### config.mk
export PLATFORM = sky130hd
export DESIGN_NAME = pci_parity_guard
export DESIGN_NICKNAME = d
export VERILOG_FILES = /design/src/rtl/ppg_pkg.sv /design/src/rtl/ppg_parity_fold.sv /design/src/rtl/ppg_phase_track.sv /design/src/rtl/ppg_perr_drive.sv /design/src/rtl/ppg_serr_drive.sv /design/src/rtl/pci_parity_guard.sv
export SDC_FILE = /design/constraint.sdc
export NUM_CORES = 1
export LEC_CHECK = 0
export ABC_AREA = 1
export BUFFER_PORTS_ARGS = -buffer_cell sky130_fd_sc_hd__buf_2
export CORE_ASPECT_RATIO = 0.5
export CORE_UTILIZATION = 24
export CTS_BUF_LIST = sky130_fd_sc_hd__clkbuf_8
export DETAILED_ROUTE_END_ITERATION = 10
export GPL_TIMING_DRIVEN = 0
export MAX_ROUTING_LAYER = met4
export PLACE_DENSITY = 0.5
export SLEW_MARGIN = 40
export SYNTH_ARGS = -nofsm -noshare
export SYNTH_HDL_FRONTEND = slang
export SYNTH_SLANG_ARGS = --single-unit
export TNS_END_PERCENT = 20
### constraint.sdc
create_clock -name clk -period 1.8 [get_ports clk]
set_input_delay 0.18 -clock clk [delete_from_list [all_inputs] [get_ports clk]]
set_output_delay 0.18 -clock clk [all_outputs]
set_load 0.01 [all_outputs]
### src/rtl/ppg_pkg.sv
package ppg_pkg;

   typedef enum logic [1:0] {
      PH_IDLE = 2'd0,
      PH_ADDR = 2'd1,
      PH_DATA = 2'd2
   } phase_kind_e;

   typedef struct packed {
      phase_kind_e kind;
      logic        special;
      logic        odd;
   } phase_rec_t;

endpackage

### src/rtl/ppg_parity_fold.sv
module ppg_parity_fold #(
   parameter int WIDTH   = 32,
   parameter int BY_LANE = 1
) (
   input  logic [WIDTH-1:0] bits_i,
   output logic             odd_o
);
   localparam int LANE_W = 8;
   localparam int LANES  = WIDTH / LANE_W;

   generate
      if (BY_LANE != 0) begin : g_lane
         if (WIDTH % LANE_W != 0) begin : g_bad
            $error("ppg_parity_fold: WIDTH must be a multiple of 8 in lane mode");
         end
         logic [LANES-1:0] lane_odd;
         for (genvar l = 0; l < LANES; l++) begin : g_l
            assign lane_odd[l] = ^bits_i[l*LANE_W +: LANE_W];
         end
         assign odd_o = ^lane_odd;
      end else begin : g_flat
         assign odd_o = ^bits_i;
      end
   endgenerate
endmodule

### src/rtl/ppg_phase_track.sv
module ppg_phase_track import ppg_pkg::*; #(
   parameter int CBE_W       = 4,
   parameter int SPECIAL_CMD = 1
) (
   input  logic             clk,
   input  logic             rst_n,
   input  logic             addr_phase,
   input  logic             data_phase,
   input  logic [CBE_W-1:0] cbe_n,
   input  logic             odd_now,
   output phase_rec_t       rec_q
);
   localparam logic [CBE_W-1:0] SPC = CBE_W'(SPECIAL_CMD);

   logic special_tx;

   always_ff @(posedge clk or negedge rst_n) begin
      if (!rst_n) begin
         special_tx <= 1'b0;
         rec_q      <= '{kind: PH_IDLE, special: 1'b0, odd: 1'b0};
      end else begin
         rec_q.odd <= odd_now;
         if (addr_phase) begin
            rec_q.kind    <= PH_ADDR;
            rec_q.special <= 1'b0;
            special_tx    <= (cbe_n == SPC);
         end else if (data_phase) begin
            rec_q.kind    <= PH_DATA;
            rec_q.special <= special_tx;
         end else begin
            rec_q.kind    <= PH_IDLE;
            rec_q.special <= 1'b0;
         end
      end
   end

   // data phase special mark only follows a special command
   assert_special_src_R7: assert property (@(posedge clk) disable iff (!rst_n)
      (rec_q.kind == PH_DATA && rec_q.special) |-> $past(special_tx));
endmodule

### src/rtl/ppg_perr_drive.sv
module ppg_perr_drive (
   input  logic clk,
   input  logic rst_n,
   input  logic fire_i,
   output logic perr_oe,
   output logic perr_o
);
   logic low_q, park_q;

   always_ff @(posedge clk or negedge rst_n) begin
      if (!rst_n) begin
         low_q  <= 1'b0;
         park_q <= 1'b0;
      end else begin
         low_q  <= fire_i;
         park_q <= low_q && !fire_i;
      end
   end

   assign perr_oe = low_q | park_q;
   assign perr_o  = ~low_q;

   assert_park_once_R6: assert property (@(posedge clk) disable iff (!rst_n)
      (perr_oe && perr_o) |=> !(perr_oe && perr_o));
   assert_park_after_low_R6: assert property (@(posedge clk) disable iff (!rst_n)
      (perr_oe && perr_o) |-> $past(perr_oe && !perr_o));
endmodule

### src/rtl/ppg_serr_drive.sv
module ppg_serr_drive (
   input  logic clk,
   input  logic rst_n,
   input  logic fire_i,
   output logic serr_oe,
   output logic serr_o
);
   localparam logic ASSERT_LVL = 1'b0;

   logic pulse_q;

   always_ff @(posedge clk or negedge rst_n) begin
      if (!rst_n) pulse_q <= 1'b0;
      else        pulse_q <= fire_i;
   end

   assign serr_oe = pulse_q;
   assign serr_o  = ASSERT_LVL;
endmodule

### src/rtl/pci_parity_guard.sv
module pci_parity_guard import ppg_pkg::*; #(
   parameter int AD_W         = 32,
   parameter int CBE_W        = 4,
   parameter int SPECIAL_CMD  = 1,
   parameter int FOLD_BY_LANE = 1
) (
   input  logic             clk,
   input  logic             rst_n,
   input  logic             addr_phase,
   input  logic             data_phase,
   input  logic [AD_W-1:0]  ad,
   input  logic [CBE_W-1:0] cbe_n,
   input  logic             par,
   input  logic             par_resp_en,
   input  logic             serr_en,
   input  logic             perr_stat_clr,
   output logic             perr_oe,
   output logic             perr_o,
   output logic             serr_oe,
   output logic             serr_o,
   output logic             parity_err_stat
);
   localparam int LANES = AD_W / 8;

   generate
      if (LANES != CBE_W || AD_W % 8 != 0) begin : g_chk_w
         $error("pci_parity_guard: one byte enable per 8 address/data bits required");
      end
      if (SPECIAL_CMD < 0 || SPECIAL_CMD >= (1 << CBE_W)) begin : g_chk_c
         $error("pci_parity_guard: SPECIAL_CMD does not fit the command field");
      end
   endgenerate

   logic       ad_odd, odd_now;
   phase_rec_t rec_q;
   logic       mismatch, addr_err, data_err, any_err;
   logic       perr_fire, serr_fire;

   ppg_parity_fold #(.WIDTH(AD_W), .BY_LANE(FOLD_BY_LANE)) u_fold (
      .bits_i (ad),
      .odd_o  (ad_odd)
   );

   assign odd_now = ad_odd ^ (^cbe_n);

   ppg_phase_track #(.CBE_W(CBE_W), .SPECIAL_CMD(SPECIAL_CMD)) u_track (
      .clk        (clk),
      .rst_n      (rst_n),
      .addr_phase (addr_phase),
      .data_phase (data_phase),
      .cbe_n      (cbe_n),
      .odd_now    (odd_now),
      .rec_q      (rec_q)
   );

   assign mismatch  = rec_q.odd ^ par;
   assign addr_err  = mismatch && (rec_q.kind == PH_ADDR);
   assign data_err  = mismatch && (rec_q.kind == PH_DATA);
   assign any_err   = addr_err || data_err;
   assign perr_fire = data_err && par_resp_en && !rec_q.special;
   assign serr_fire = addr_err && par_resp_en && serr_en;

   ppg_perr_drive u_perr (
      .clk     (clk),
      .rst_n   (rst_n),
      .fire_i  (perr_fire),
      .perr_oe (perr_oe),
      .perr_o  (perr_o)
   );

   ppg_serr_drive u_serr (
      .clk     (clk),
      .rst_n   (rst_n),
      .fire_i  (serr_fire),
      .serr_oe (serr_oe),
      .serr_o  (serr_o)
   );

   always_ff @(posedge clk or negedge rst_n) begin
      if (!rst_n)             parity_err_stat <= 1'b0;
      else if (any_err)       parity_err_stat <= 1'b1;
      else if (perr_stat_clr) parity_err_stat <= 1'b0;
   end

   assert_serr_enables_R2: assert property (@(posedge clk) disable iff (!rst_n)
      serr_oe |-> $past(par_resp_en && serr_en));
   assert_serr_low_only_R3: assert property (@(posedge clk) disable iff (!rst_n)
      serr_oe |-> !serr_o);
   assert_perr_from_data_R4: assert property (@(posedge clk) disable iff (!rst_n)
      (perr_oe && !perr_o) |-> $past(data_phase, 2) && $past(par_resp_en));
   assert_stat_source_R8: assert property (@(posedge clk) disable iff (!rst_n)
      $rose(parity_err_stat) |-> $past(any_err));
   assert_float_in_reset_R9: assert property (@(posedge clk)
      !rst_n |-> !perr_oe && !serr_oe);
endmodule

==> results.ini <==
[cells_and_area]
layout-drive-gt1-share_pct = 23.5
finalNonFillerCells = 321
diodes = 0
nNetsFinal = 311
fill_cells = 507
syn2layout_area_growth_pct = 32.0

[worst_setup_path]
crit_fanout = 2
rrSetupSlack_ps = 650
crit_required_ps = 1620
start_kind = register
reg2reg_depth = 5
reg2reg_from = u_track.rec_q[0]$_DFF_PN0_
end_kind = output pin
cp_slowest_cell = dfrtp_1
crit_chain = or2_2 -> buf_2
worstReg2RegEnd = u_perr.park_q$_DFF_PN0_
worstSetupPathType = register to output pin
crit_path_max_incr_delay_ps = 360
cp_data_arrival_time_ps = 1010

[floorplan]
core_area_mm2 = 0.00447
die_y_um = 50.6
die_w_um = 99.2
die-area_mm2 = 0.00502
rows = 17
start_util_pct = 25.4
io_pins = 49

[synth]
synth_nets = 258
synthAdderAreaFrac_pct = 2.21
yosys.area.top_type = nand2_1
synth_seq_cells = 9
synth_flop_cell = dfrtp_1
synthesis.area_mm2 = 0.00113
avgSynthCellArea_um2 = 5.35
synth_edf_count = 0
synthXorXnorAreaFrac_pct = 12.3
synth_cell_types = 20
synth_most_common_cell = nand2_1
ys_seq_area_share_pct = 19.8
synth_area_leaders = nand2_1, dfrtp_1, inv_1
syn_inst = 212
synth.area.mux_share_pct = 0
synth.cells.most_frequent = nand2_1, inv_1, dfrtp_1
yosys_warnings = 0
synth_compound_area_share_pct = 0.441
synthArstFlopShare_pct = 100
synth_top_cell_area_share_pct = 42.0
synth_top_family_by_area = simple AND/OR/NAND/NOR gates
yosys.area_share.simple_pct = 53.9

[timing]
max_freq_ghz = 0.843
finClkSkew_ps = 4.30
setup_ws_ps = 614
finalHoldViolCount = 0
grt_setup_unrepaired = false
finalHoldWorstSlack_ps = 101
slew_violations = 0
fin_crit_sh_pct = 65.9
final.min_clock_period_ps = 1190
tns_ps = 0
final-setup-viol-count = 0

[clock_network]
root_buffer = clkbuf_8
htree_levels = 1
cts.clk_slew.worst_paths_ps = 50
cts_tree = done
clk_path_buf_depth = 2
clkLatencyLatePin_ps = 230
post_cts_buffers = 0
cts_sinks = 9
cts_buffers = 3

[place]
hpwl_mm = 2.00
globalplace.congestion = 0.771
placed_cells = 316
portBuffers = 47
post-place-ws_ps = 492

[min_path]
holdPathEnd = u_track.rec_q[2]$_DFF_PN0_
hold_path.class = input port to register
min-delay-start = addr_phase
whs_path_depth = 1

[detailed_routing]
vias = 1257
drtIter0Drc = 27
wl_per_cell_um = 6.86
routed_wl_mm = 2.20
ant_nets = 0
vias_per_cell = 3.92
dr.pass1.iters = 4
route.detailed.drc = 0

[global_route]
grt_max_degree = 10
antenna_found_initial = 0
grt_pass1_wl_mm = 4.22
grt_pass1_vias = 1061
grt_overflow = 0
track_usage_pct = 10.3

[power_and_ir_drop]
power.leakage_nw = 1.01
cellPowerDensity_mw_per_mm2 = 556
total_power_mw = 0.832
peakVddDrop_mv = 0.198

[job]
cap_violations = 0

[outcome]
outcome = finished, final reports clean

## per-stage QoR
stage                     util, %  cell area, um2
after floorplan                 -            1130
after global placement       32.3            1440
after detailed placement     32.3            1440
after CTS                    33.5            1500
after global routing         33.5            1500
final                        33.5            1500
## how the worst max path moves through the flow
stage,from,endpoint,cells after the start
6_report,u_perr.low_q$_DFF_PN0_,perr_oe,2
4_1_cts,u_perr.low_q$_DFF_PN0_,perr_oe,2
5_1_grt,u_track.rec_q[0]$_DFF_PN0_,u_perr.park_q$_DFF_PN0_,5
3_5_place_dp,cbe_n[0],u_track.rec_q[0]$_DFF_PN0_,8
2_1_floorplan,cbe_n[1],u_track.rec_q[0]$_DFF_PN0_,8
3_3_place_gp,cbe_n[0],u_track.rec_q[0]$_DFF_PN0_,8
## cell type report
class | instances | area [um2] | area share [%]
Buffer | 1 | 7.51 | 0.501
Clock buffer | 3 | 41.3 | 2.76
Clock inverter | 1 | 5.00 | 0.334
Inverter | 31 | 116 | 7.77
Multi-Input combinational cell | 171 | 786 | 52.5
Sequential cell | 9 | 225 | 15.0
Tap cell | 57 | 71.3 | 4.76
Timing Repair Buffer | 48 | 245 | 16.4
## what timing repair did
action / in CTS / in global routing
gates resized for setup: 0 / 0
endpoints found under the hold margin: 9 / 0
hold buffers: 1 / 0
## cells by family (layout without fill, tap and decap cells)
| group | Yosys count | count (layout) |
|---|---|---|
| AO/OA/AOI/OAI | 1 | 1 |
| XOR/XNOR | 16 | 16 |
| adder cells (fa/ha/maj) | 2 | 2 |
| buffers and inverters | 32 | 84 |
| flip-flops | 9 | 9 |
| other | 1 | 1 |
| AND/OR/NAND/NOR | 151 | 151 |
## flip-flops by register name, indices dropped and copies added (netlist names)
name                count
parity_err_stat         1
u_perr.low_q            1
u_perr.park_q           1
u_serr.serr_oe          1
u_track.rec_q           4
u_track.special_tx      1
## layout by cell type, fill, tap and decap left out
cell	count
a21oi_1	1
and3_1	1
buf_2	47
buf_4	1
clkbuf_8	3
clkinv_2	1
conb_1	1
dfrtp_1	9
dlygate4sd3_1	1
ha_1	2
inv_1	29
inv_2	2
nand2_1	127
nand2_2	4
nand3_1	4
nand3_2	2
nand3b_1	1
nor2_1	8
nor2_2	1
nor3b_1	1
or2_1	1
or2_2	1
xnor2_1	8
xor2_1	8
## metal layers
metal | up-vias | part of all wire, % | GRT usage (%)
li1 | 722 | - | -
met1 | 516 | 48 | 13.1
met2 | 19 | 47 | 17.2
met3 | 0 | 4.8 | 1.25
met4 | 0 | 0 | 2.94
met5 | - | 0 | -
## power breakdown
group	total [mW]	internal [mW]	switching, mW
clock	0.229	0.151	0.0783
combinational	0.364	0.158	0.206
sequential	0.239	0.229	0.00996
## worst max-delay path: cells and delay by family (launching register included)
kind / cells / cell delay, ps
buffers and inverters: 1 / 140
flip-flops: 1 / 360
AND/OR/NAND/NOR: 1 / 280
Power figures use the tool's default switching activity.
